## config.mk

```make
export PLATFORM = sky130hd
export DESIGN_NAME = supv_reset_seq
export DESIGN_NICKNAME = d
export VERILOG_FILES = /design/src/rtl/supv_pkg.sv /design/src/rtl/supv_sync.sv /design/src/rtl/supv_filter.sv /design/src/rtl/supv_datapath.sv /design/src/rtl/supv_control.sv /design/src/rtl/supv_reset_seq.sv
export SDC_FILE = /design/constraint.sdc
export NUM_CORES = 1
export LEC_CHECK = 0
export BUFFER_PORTS_ARGS = -buffer_cell sky130_fd_sc_hd__buf_2
export CAP_MARGIN = 5
export CORE_UTILIZATION = 30
export DETAILED_ROUTE_END_ITERATION = 10
export HOLD_SLACK_MARGIN = 0.08
export PLACE_DENSITY = 0.55
export SLEW_MARGIN = 20
export SYNTH_ARGS = -nofsm -noshare
export SYNTH_HDL_FRONTEND = slang
export SYNTH_HIERARCHICAL = 1
export SYNTH_SLANG_ARGS = --single-unit
```

## constraint.sdc

```tcl
create_clock -name clk -period 2.3 [get_ports clk]
set_input_delay 0 -clock clk [delete_from_list [all_inputs] [get_ports clk]]
set_output_delay 0 -clock clk [all_outputs]
set_load 0.05 [all_outputs]
```

## src/rtl/supv_pkg.sv

```systemverilog
package supv_pkg;

  // Source indices; also the bit positions of the cause field.
  localparam int SRC_UV  = 0;
  localparam int SRC_MAN = 1;
  localparam int NUM_SRC = 2;

  typedef enum logic [1:0] {
    ST_HOLD = 2'd0,   // a condition is present, timer held at zero
    ST_TIME = 2'd1,   // conditions clear, timer running
    ST_DONE = 2'd2    // timeout elapsed, reset released
  } seqState_t;

  // Strobes from the control to the datapath.
  typedef struct packed {
    logic cntClr;
    logic cntEn;
    logic causeClr;
  } seqStrobes_t;

endpackage

```

## src/rtl/supv_sync.sv

```systemverilog
module supv_sync #(
  parameter int STAGES = 2
) (
  input  logic clk,
  input  logic arstN,
  input  logic d,
  output logic q
);
  logic [STAGES-1:0] pipe;

  always_ff @(posedge clk or negedge arstN) begin
    if (!arstN) pipe <= '0;
    else        pipe <= {pipe[STAGES-2:0], d};
  end

  assign q = pipe[STAGES-1];
endmodule

```

## src/rtl/supv_filter.sv

```systemverilog
// Accepts an active-high condition after STABLE_CYCLES consecutive active
// samples; drops it on the first inactive sample.
module supv_filter #(
  parameter int STABLE_CYCLES = 4
) (
  input  logic clk,
  input  logic arstN,
  input  logic rawIn,
  output logic filtOut
);
  localparam int RunW = $clog2(STABLE_CYCLES + 1);
  localparam logic [RunW-1:0] RunLast = RunW'(STABLE_CYCLES - 1);

  logic [RunW-1:0] run;

  always_ff @(posedge clk or negedge arstN) begin
    if (!arstN) begin
      run     <= '0;
      filtOut <= 1'b0;
    end else if (!rawIn) begin
      run     <= '0;
      filtOut <= 1'b0;
    end else if (run == RunLast) begin
      filtOut <= 1'b1;
    end else begin
      run <= run + 1'b1;
    end
  end
endmodule

```

## src/rtl/supv_datapath.sv

```systemverilog
module supv_datapath
  import supv_pkg::*;
#(
  parameter int TIMEOUT_CYCLES   = 50_000_000,
  parameter int UV_FILTER_CYCLES = 2500,
  parameter int MR_FILTER_CYCLES = 25,
  parameter int CNT_W            = 26
) (
  input  logic               clk,
  input  logic               arstN,
  input  logic               uvRaw,
  input  logic               manualN,
  input  seqStrobes_t        strb,
  output logic [NUM_SRC-1:0] reqSync,
  output logic [NUM_SRC-1:0] reqFilt,
  output logic               timeoutHit,
  output logic [CNT_W-1:0]   countVal,
  output logic [NUM_SRC-1:0] holdCause
);
  localparam logic [CNT_W-1:0] CntLast = CNT_W'(TIMEOUT_CYCLES - 1);

  logic [NUM_SRC-1:0] rawReq;
  assign rawReq[SRC_UV]  = uvRaw;
  assign rawReq[SRC_MAN] = ~manualN;

  for (genvar i = 0; i < NUM_SRC; i++) begin : gen_src
    localparam int Stable = (i == SRC_UV) ? UV_FILTER_CYCLES : MR_FILTER_CYCLES;

    supv_sync #(.STAGES(2)) uSync (
      .clk  (clk),
      .arstN(arstN),
      .d    (rawReq[i]),
      .q    (reqSync[i])
    );

    supv_filter #(.STABLE_CYCLES(Stable)) uFilt (
      .clk    (clk),
      .arstN  (arstN),
      .rawIn  (reqSync[i]),
      .filtOut(reqFilt[i])
    );
  end

  // Timeout counter; power-on starts it from zero.
  always_ff @(posedge clk or negedge arstN) begin
    if (!arstN)           countVal <= '0;
    else if (strb.cntClr) countVal <= '0;
    else if (strb.cntEn)  countVal <= countVal + 1'b1;
  end

  assign timeoutHit = (countVal == CntLast);

  // Cause bits accumulate over one hold; power-on counts as undervoltage.
  always_ff @(posedge clk or negedge arstN) begin
    if (!arstN)             holdCause <= NUM_SRC'(1) << SRC_UV;
    else if (strb.causeClr) holdCause <= '0;
    else                    holdCause <= holdCause | reqFilt;
  end
endmodule

```

## src/rtl/supv_control.sv

```systemverilog
module supv_control
  import supv_pkg::*;
(
  input  logic        clk,
  input  logic        arstN,
  input  logic        eventAny,
  input  logic        timeoutHit,
  output seqStrobes_t strb,
  output logic        holdActive
);
  seqState_t state, nextState;

  always_comb begin
    strb      = '0;
    nextState = state;
    if (eventAny) begin
      nextState   = ST_HOLD;
      strb.cntClr = 1'b1;
    end else begin
      unique case (state)
        ST_HOLD: begin
          nextState   = ST_TIME;
          strb.cntClr = 1'b1;
        end
        ST_TIME: begin
          strb.cntEn = 1'b1;
          if (timeoutHit) begin
            nextState     = ST_DONE;
            strb.causeClr = 1'b1;
          end
        end
        default: nextState = ST_DONE;
      endcase
    end
  end

  always_ff @(posedge clk or negedge arstN) begin
    if (!arstN) begin
      state      <= ST_TIME;
      holdActive <= 1'b1;
    end else begin
      state      <= nextState;
      holdActive <= (nextState != ST_DONE);
    end
  end
endmodule

```

## src/rtl/supv_reset_seq.sv

```systemverilog
module supv_reset_seq
  import supv_pkg::*;
#(
  parameter int CLK_HZ           = 250_000_000,
  parameter int TIMEOUT_CYCLES   = 50_000_000,
  parameter int UV_FILTER_CYCLES = 2500,
  parameter int MR_FILTER_CYCLES = 25
) (
  input  logic       clk,
  input  logic       arstN,
  input  logic       uvRaw,
  input  logic       manualN,
  output logic       resetN,
  output logic       resetHi,
  output logic       resetPullLow,
  output logic [1:0] holdCause
);
  localparam int CntW = $clog2(TIMEOUT_CYCLES + 1);
  localparam longint MinTimeout = longint'(CLK_HZ) / 10;
  localparam longint MaxTimeout = (longint'(CLK_HZ) * 28) / 100;

  if (longint'(TIMEOUT_CYCLES) < MinTimeout || longint'(TIMEOUT_CYCLES) > MaxTimeout) begin : gen_bad_timeout
    $error("timeout outside 100..280 ms at the given clock frequency");
  end
  if (UV_FILTER_CYCLES < 1 || MR_FILTER_CYCLES < 1) begin : gen_bad_filter
    $error("filter lengths must be at least one cycle");
  end

  seqStrobes_t        strb;
  logic [NUM_SRC-1:0] reqSync, reqFilt;
  logic               timeoutHit, holdActive;
  logic [CntW-1:0]    countVal;

  supv_datapath #(
    .TIMEOUT_CYCLES  (TIMEOUT_CYCLES),
    .UV_FILTER_CYCLES(UV_FILTER_CYCLES),
    .MR_FILTER_CYCLES(MR_FILTER_CYCLES),
    .CNT_W           (CntW)
  ) uData (
    .clk       (clk),
    .arstN     (arstN),
    .uvRaw     (uvRaw),
    .manualN   (manualN),
    .strb      (strb),
    .reqSync   (reqSync),
    .reqFilt   (reqFilt),
    .timeoutHit(timeoutHit),
    .countVal  (countVal),
    .holdCause (holdCause)
  );

  supv_control uCtl (
    .clk       (clk),
    .arstN     (arstN),
    .eventAny  (|reqFilt),
    .timeoutHit(timeoutHit),
    .strb      (strb),
    .holdActive(holdActive)
  );

  assign resetN       = ~holdActive;
  assign resetHi      = holdActive;
  assign resetPullLow = holdActive;
endmodule

```

-- Yosys cells after proc, flatten, opt, wreduce, memory -nomap -nowiden
Cells that the tools add are included.
- flip-flop bits (word level): 54
- input bits: 4
- word-level logic and storage cells: 47
- output and inout port bits: 5
- reductions and logical operators: 3
- bitwise operators: 3
- $add $sub $neg: 3
- equal/unequal tests: 9
- multiplexer cells: 19
- operators with widths (operator ; count):
    26-bit 2-to-1 mux ; 2
    26-bit by 1-bit adder with 26-bit output (second input constant) ; 1
    26-bit equality test (second input constant) ; 1
    12-bit 2-to-1 mux ; 2
    12-bit by 1-bit adder with 12-bit output (second input constant) ; 1
    12-bit equality test (second input constant) ; 1
    2-bit 2-to-1 mux ; 5
    5-bit 2-to-1 mux ; 2
    2-bit != test (second input constant) ; 5
    1-bit 2-to-1 mux ; 7
    5-bit by 1-bit adder with 5-bit output (second input constant) ; 1
    5-bit equality test (second input constant) ; 1
    2-bit case mux with 2 select lines ; 1
    2-bit by 1-bit equality test with 1-bit output (second input constant) ; 1
    2-bit logical NOT ; 1
    1-bit inverter ; 2
    2-bit bitwise OR ; 1
    2-bit nonzero test ; 1
    2-bit OR reduction ; 1

-- Longest topological paths before layout
- depth in word-level cells: 6
- depth in mapped cells: 8
- mapped depth without buffers: 7

-- By module
The synthesis kept the hierarchy.
- modules (own cells, without submodules) (module ; area each (µm²) ; sequential area each (µm²) ; cells an instance ; instances):
    supv_datapath ; 1515.2 ; 701.9 ; 157 ; 1
    supv_filter at uData.gen_src[0].uFilt ; 666.9 ; 325.3 ; 68 ; 1
    supv_filter at uData.gen_src[1].uFilt ; 325.3 ; 150.1 ; 30 ; 1
    supv_control ; 123.9 ; 77.6 ; 11 ; 1
    supv_sync ; 50.0 ; 50.0 ; 2 ; 2
    supv_reset_seq ; 17.5 ; 0.0 ; 3 ; 1

-- Least setup slack after synthesis
No wires, ideal clock.
- path type: register to register
- start: register uData.gen_src[1].uFilt.filtOut
- end: register uData.countVal[23]
- setup time: 0.125 ns
- arrival: 2.188 ns
- path slack: -0.013 ns
- stages on the path, launching flop included: 9
- required time: 2.175 ns
- path buffers: 2
- clock period less this slack: 2.313 ns
- cell sequence: dfrtp_1 -> or2_1 -> nor3b_1 -> buf_6 -> o211ai_4 -> or3_4 -> buf_6 -> nor4_1 -> mux2_2
- RTL lines (item ; line ; RTL):
    from (decl) ; supv_filter.sv:9 ; output logic filtOut
    from (signal assigned) ; supv_filter.sv:19 ; filtOut <= 1'b0;
    from (signal assigned) ; supv_filter.sv:22 ; filtOut <= 1'b0;
    from (signal assigned) ; supv_filter.sv:24 ; filtOut <= 1'b1;
    to (signal assigned) ; supv_datapath.sv:48 ; else if (strb.cntEn) countVal <= countVal + 1'b1;
    to (decl) ; supv_datapath.sv:17 ; output logic [CNT_W-1:0] countVal,

==> results.toml <==
[critical_path]
cp_max_fo = 8
cp-start-kind = "register"
worst_path_max_delay_cell = "or4_1"
cp_top_family = "simple AND/OR/NAND/NOR gates"
path_class = "register to register"
cp_slowest_stage_delay_ns = 0.51
required_ns = 2.55
path_cells = "or2_4, nor3b_4, o211ai_4, or3_4, or4_1, a21oi_2"
end_kind = "register"
arrival_ns = 2.45
crit_buf_inv = 0

[placed_design]
place_congestion = 0.751
numPortBuffers = 8
dp_hpwl_mm = 3.45

[timing]
max_slew_margin_pct = 54.6
timing.hold.ws_ns = 0.333
finalCriticalPeriod_ns = 2.20
clock.fmax_ghz = 0.455
worstMarginPinSlew_ns = 0.680
fin_crit_sh_pct = 95.6
finalHoldViolations = 0
slew_violations = 0
finalSetupTns_ns = 0
skew_ns = 0.0118
setup_viol_count_final = 0

[drt]
routedWlPerCell_microns = 13.3
ant_nets = 0
drt-initial-drc-count = 82
wl_mm = 5.31
drc_errors = 0
via_per_inst = 5.26
dr_total_vias = 2104
first_pass_iters = 4

[synth]
synth_edf_count = 0
ys_seq_area_share_pct = 49.3
ys_ff_latch = 54
synth_nets = 281
synth_area_sq_mm = 0.00275
ys_types = 47
synth_ff_type = "dfrtp_1"
syn-instance-count = 273
async_flop_share_pct = 100
ys.warnings.count = 6
avgSynthCellArea_sq_um = 10.1

[die]
die_y_microns = 97.7
initial_utilization_pct = 31.2
core_region_area_sq_mm = 0.00881
ios = 9
die_x_microns = 97.7
placementRows = 34
die-area_sq_mm = 0.00955

[grt]
gr-total-overflow = 0
globalRouteTotalUtil_pct = 12.1
grt_pass1_vias = 2004
grt_pass1_wl_mm = 9.41
grt_max_degree = 55
antenna_found_initial = 0

[hold_path]
hold_path.class = "input pin to register"

[pwr]
powerDensity_mw_per_mm2 = 540
p_leak_nw = 1.30
vdd_ir_drop_max_mv = 0.287
p_total_mw = 1.69

[final_layout]
syn2layout_area_growth_pct = 13.7
nets = 299
drive_above_1_share_pct = 16.8
fin_util_pct = 35.5
diodes = 0

[clocking]
cts_buffers = 5
cts_num_sinks = 54
clockBufferDepth = 2
clk_pin_slew_ns = 0.10
cts_root_buf = "clkbuf_8"
htree_num_levels = 2
cts_tree = "yes"
worstSkewPairLatency_ns = 0.31

[run]
maxCapViolations = 0

[outcome]
status = "completed"
==> through the flow <==
step / setup slack (ns) / cell area [sq um] / std cells
after detailed placement: -0.00287 / 2890 / 382
after CTS: 0.0117 / 3040 / 393
after global routing: -0.0118 / 3130 / 400
final: 0.100 / 3130 / 400
after global placement: 0.0522 / 2890 / 382
after floorplan: 0.0407 / 2750 / 273
==> cells in the mapped netlist, types with 2 or more instances <==
library cell,instances,share of area (%)
xnor2_1,5,1.6
ha_1,4,1.8
o21ai_0,8,1.5
xor2_1,9,2.9
or4_1,10,2.7
nor3_1,2,0.36
mux2i_1,6,2.2
nor2_1,25,3.4
a21oi_1,19,3.5
or4b_1,2,0.73
dfrtp_1,51,46
nand4_1,13,3.0
o21a_1,2,0.55
or3_1,9,2.0
inv_1,8,1.1
nand3_1,16,2.9
o31ai_1,10,2.7
nand2b_1,3,0.68
nand2_1,18,2.5
clkbuf_1,6,0.82
buf_4,2,0.55
and4_1,4,1.3
nor4_1,6,1.4
nor2b_1,3,0.68
and3_1,2,0.46
buf_6,4,1.6
dfstp_2,3,2.9
mux2_2,3,1.2
or2_1,2,0.46
==> flip-flops by register name, summed over array words and instances, names as in the netlist <==
signal	count
uCtl/holdActive	1
uData/countVal	26
uData/gen_src.uSync/pipe	4
uCtl/state	2
uData/gen_src.uFilt/filtOut	2
uData/gen_src.uFilt/run	17
uData/holdCause	2
==> power breakdown <==
group | switching, mW | internal, mW
logic | 0.0349 | 0.0201
clock network | 0.325 | 0.330
registers | 0.0164 | 0.962
==> routing by layer <==
layer  share of wire, %  GRT usage [%]  up-vias
met5                  0              0        -
met2                 46           19.3       43
met3                3.0           2.23        9
met4                2.1           4.20        0
met1                 49           16.4     1016
li1                   -              -     1036
==> worst paths after layout <==
path / from / to / slack (ns) / depth (start not counted)
hold reg to reg: uData/gen_src[1].uSync/pipe[0] / uData/gen_src[1].uSync/pipe[1] / 0.36 / 0
max in group asynchronous: arstN / uData/countVal[5] / 1.50 / 3
setup reg to reg: uData/gen_src[1].uFilt/filtOut / uData/countVal[17] / 0.10 / 6
min in group asynchronous: arstN / uData/countVal[13] / 0.34 / 3
hold / removal: uvRaw / uData/gen_src[0].uSync/pipe[0] / 0.33 / 2
setup / recovery: uData/gen_src[1].uFilt/filtOut / uData/countVal[17] / 0.10 / 6
==> layout by cell type (no fill, tap or decap), types with 3 or more instances in the layout <==
master          n
buf_4          13
xor2_1          9
dlygate4sd3_1   3
ha_1            4
clkbuf_8        5
dfrtp_1        51
or4_1          10
nor2_1         25
nand2b_1        3
a21oi_1        18
o31ai_1        10
nand3_1        16
nand2_1        18
dfstp_2         3
nor4_1          5
nor2b_1         3
and4_1          4
xnor2_1         5
mux2i_1         6
or3_1           9
buf_2           8
nand4_1        13
o21ai_0         8
mux2_2          3
inv_1           8
==> logic make-up after synthesis <==
group | count (synthesis) | share of synthesized area (%)
buf+inv | 21 | 4.28
fa+ha+maj | 4 | 1.82
compound gates | 45 | 10.4
simple gates | 126 | 26.3
mux | 9 | 3.41
xor+xnor | 14 | 4.46
flops | 54 | 49.3
==> layout make-up <==
class                   instances  area (sq um)
inverters                       8          30.0
multi-input cells             198          1320
fillers                       862          5680
repair buffers                 24           168
clock buffers                   5          68.8
flip-flops and latches         54          1360
clock inverters                 3          47.5
well taps                     108           135
==> what timing repair did <==
action,in CTS,in global routing
gates resized for setup,1,6
gates cloned,0,0
hold buffers,3,0
endpoints found under the setup margin,1,9
pin swaps,0,3
setup buffers,0,7
hold endpoints to repair,53,0
(Power assumes the default switching activity.)
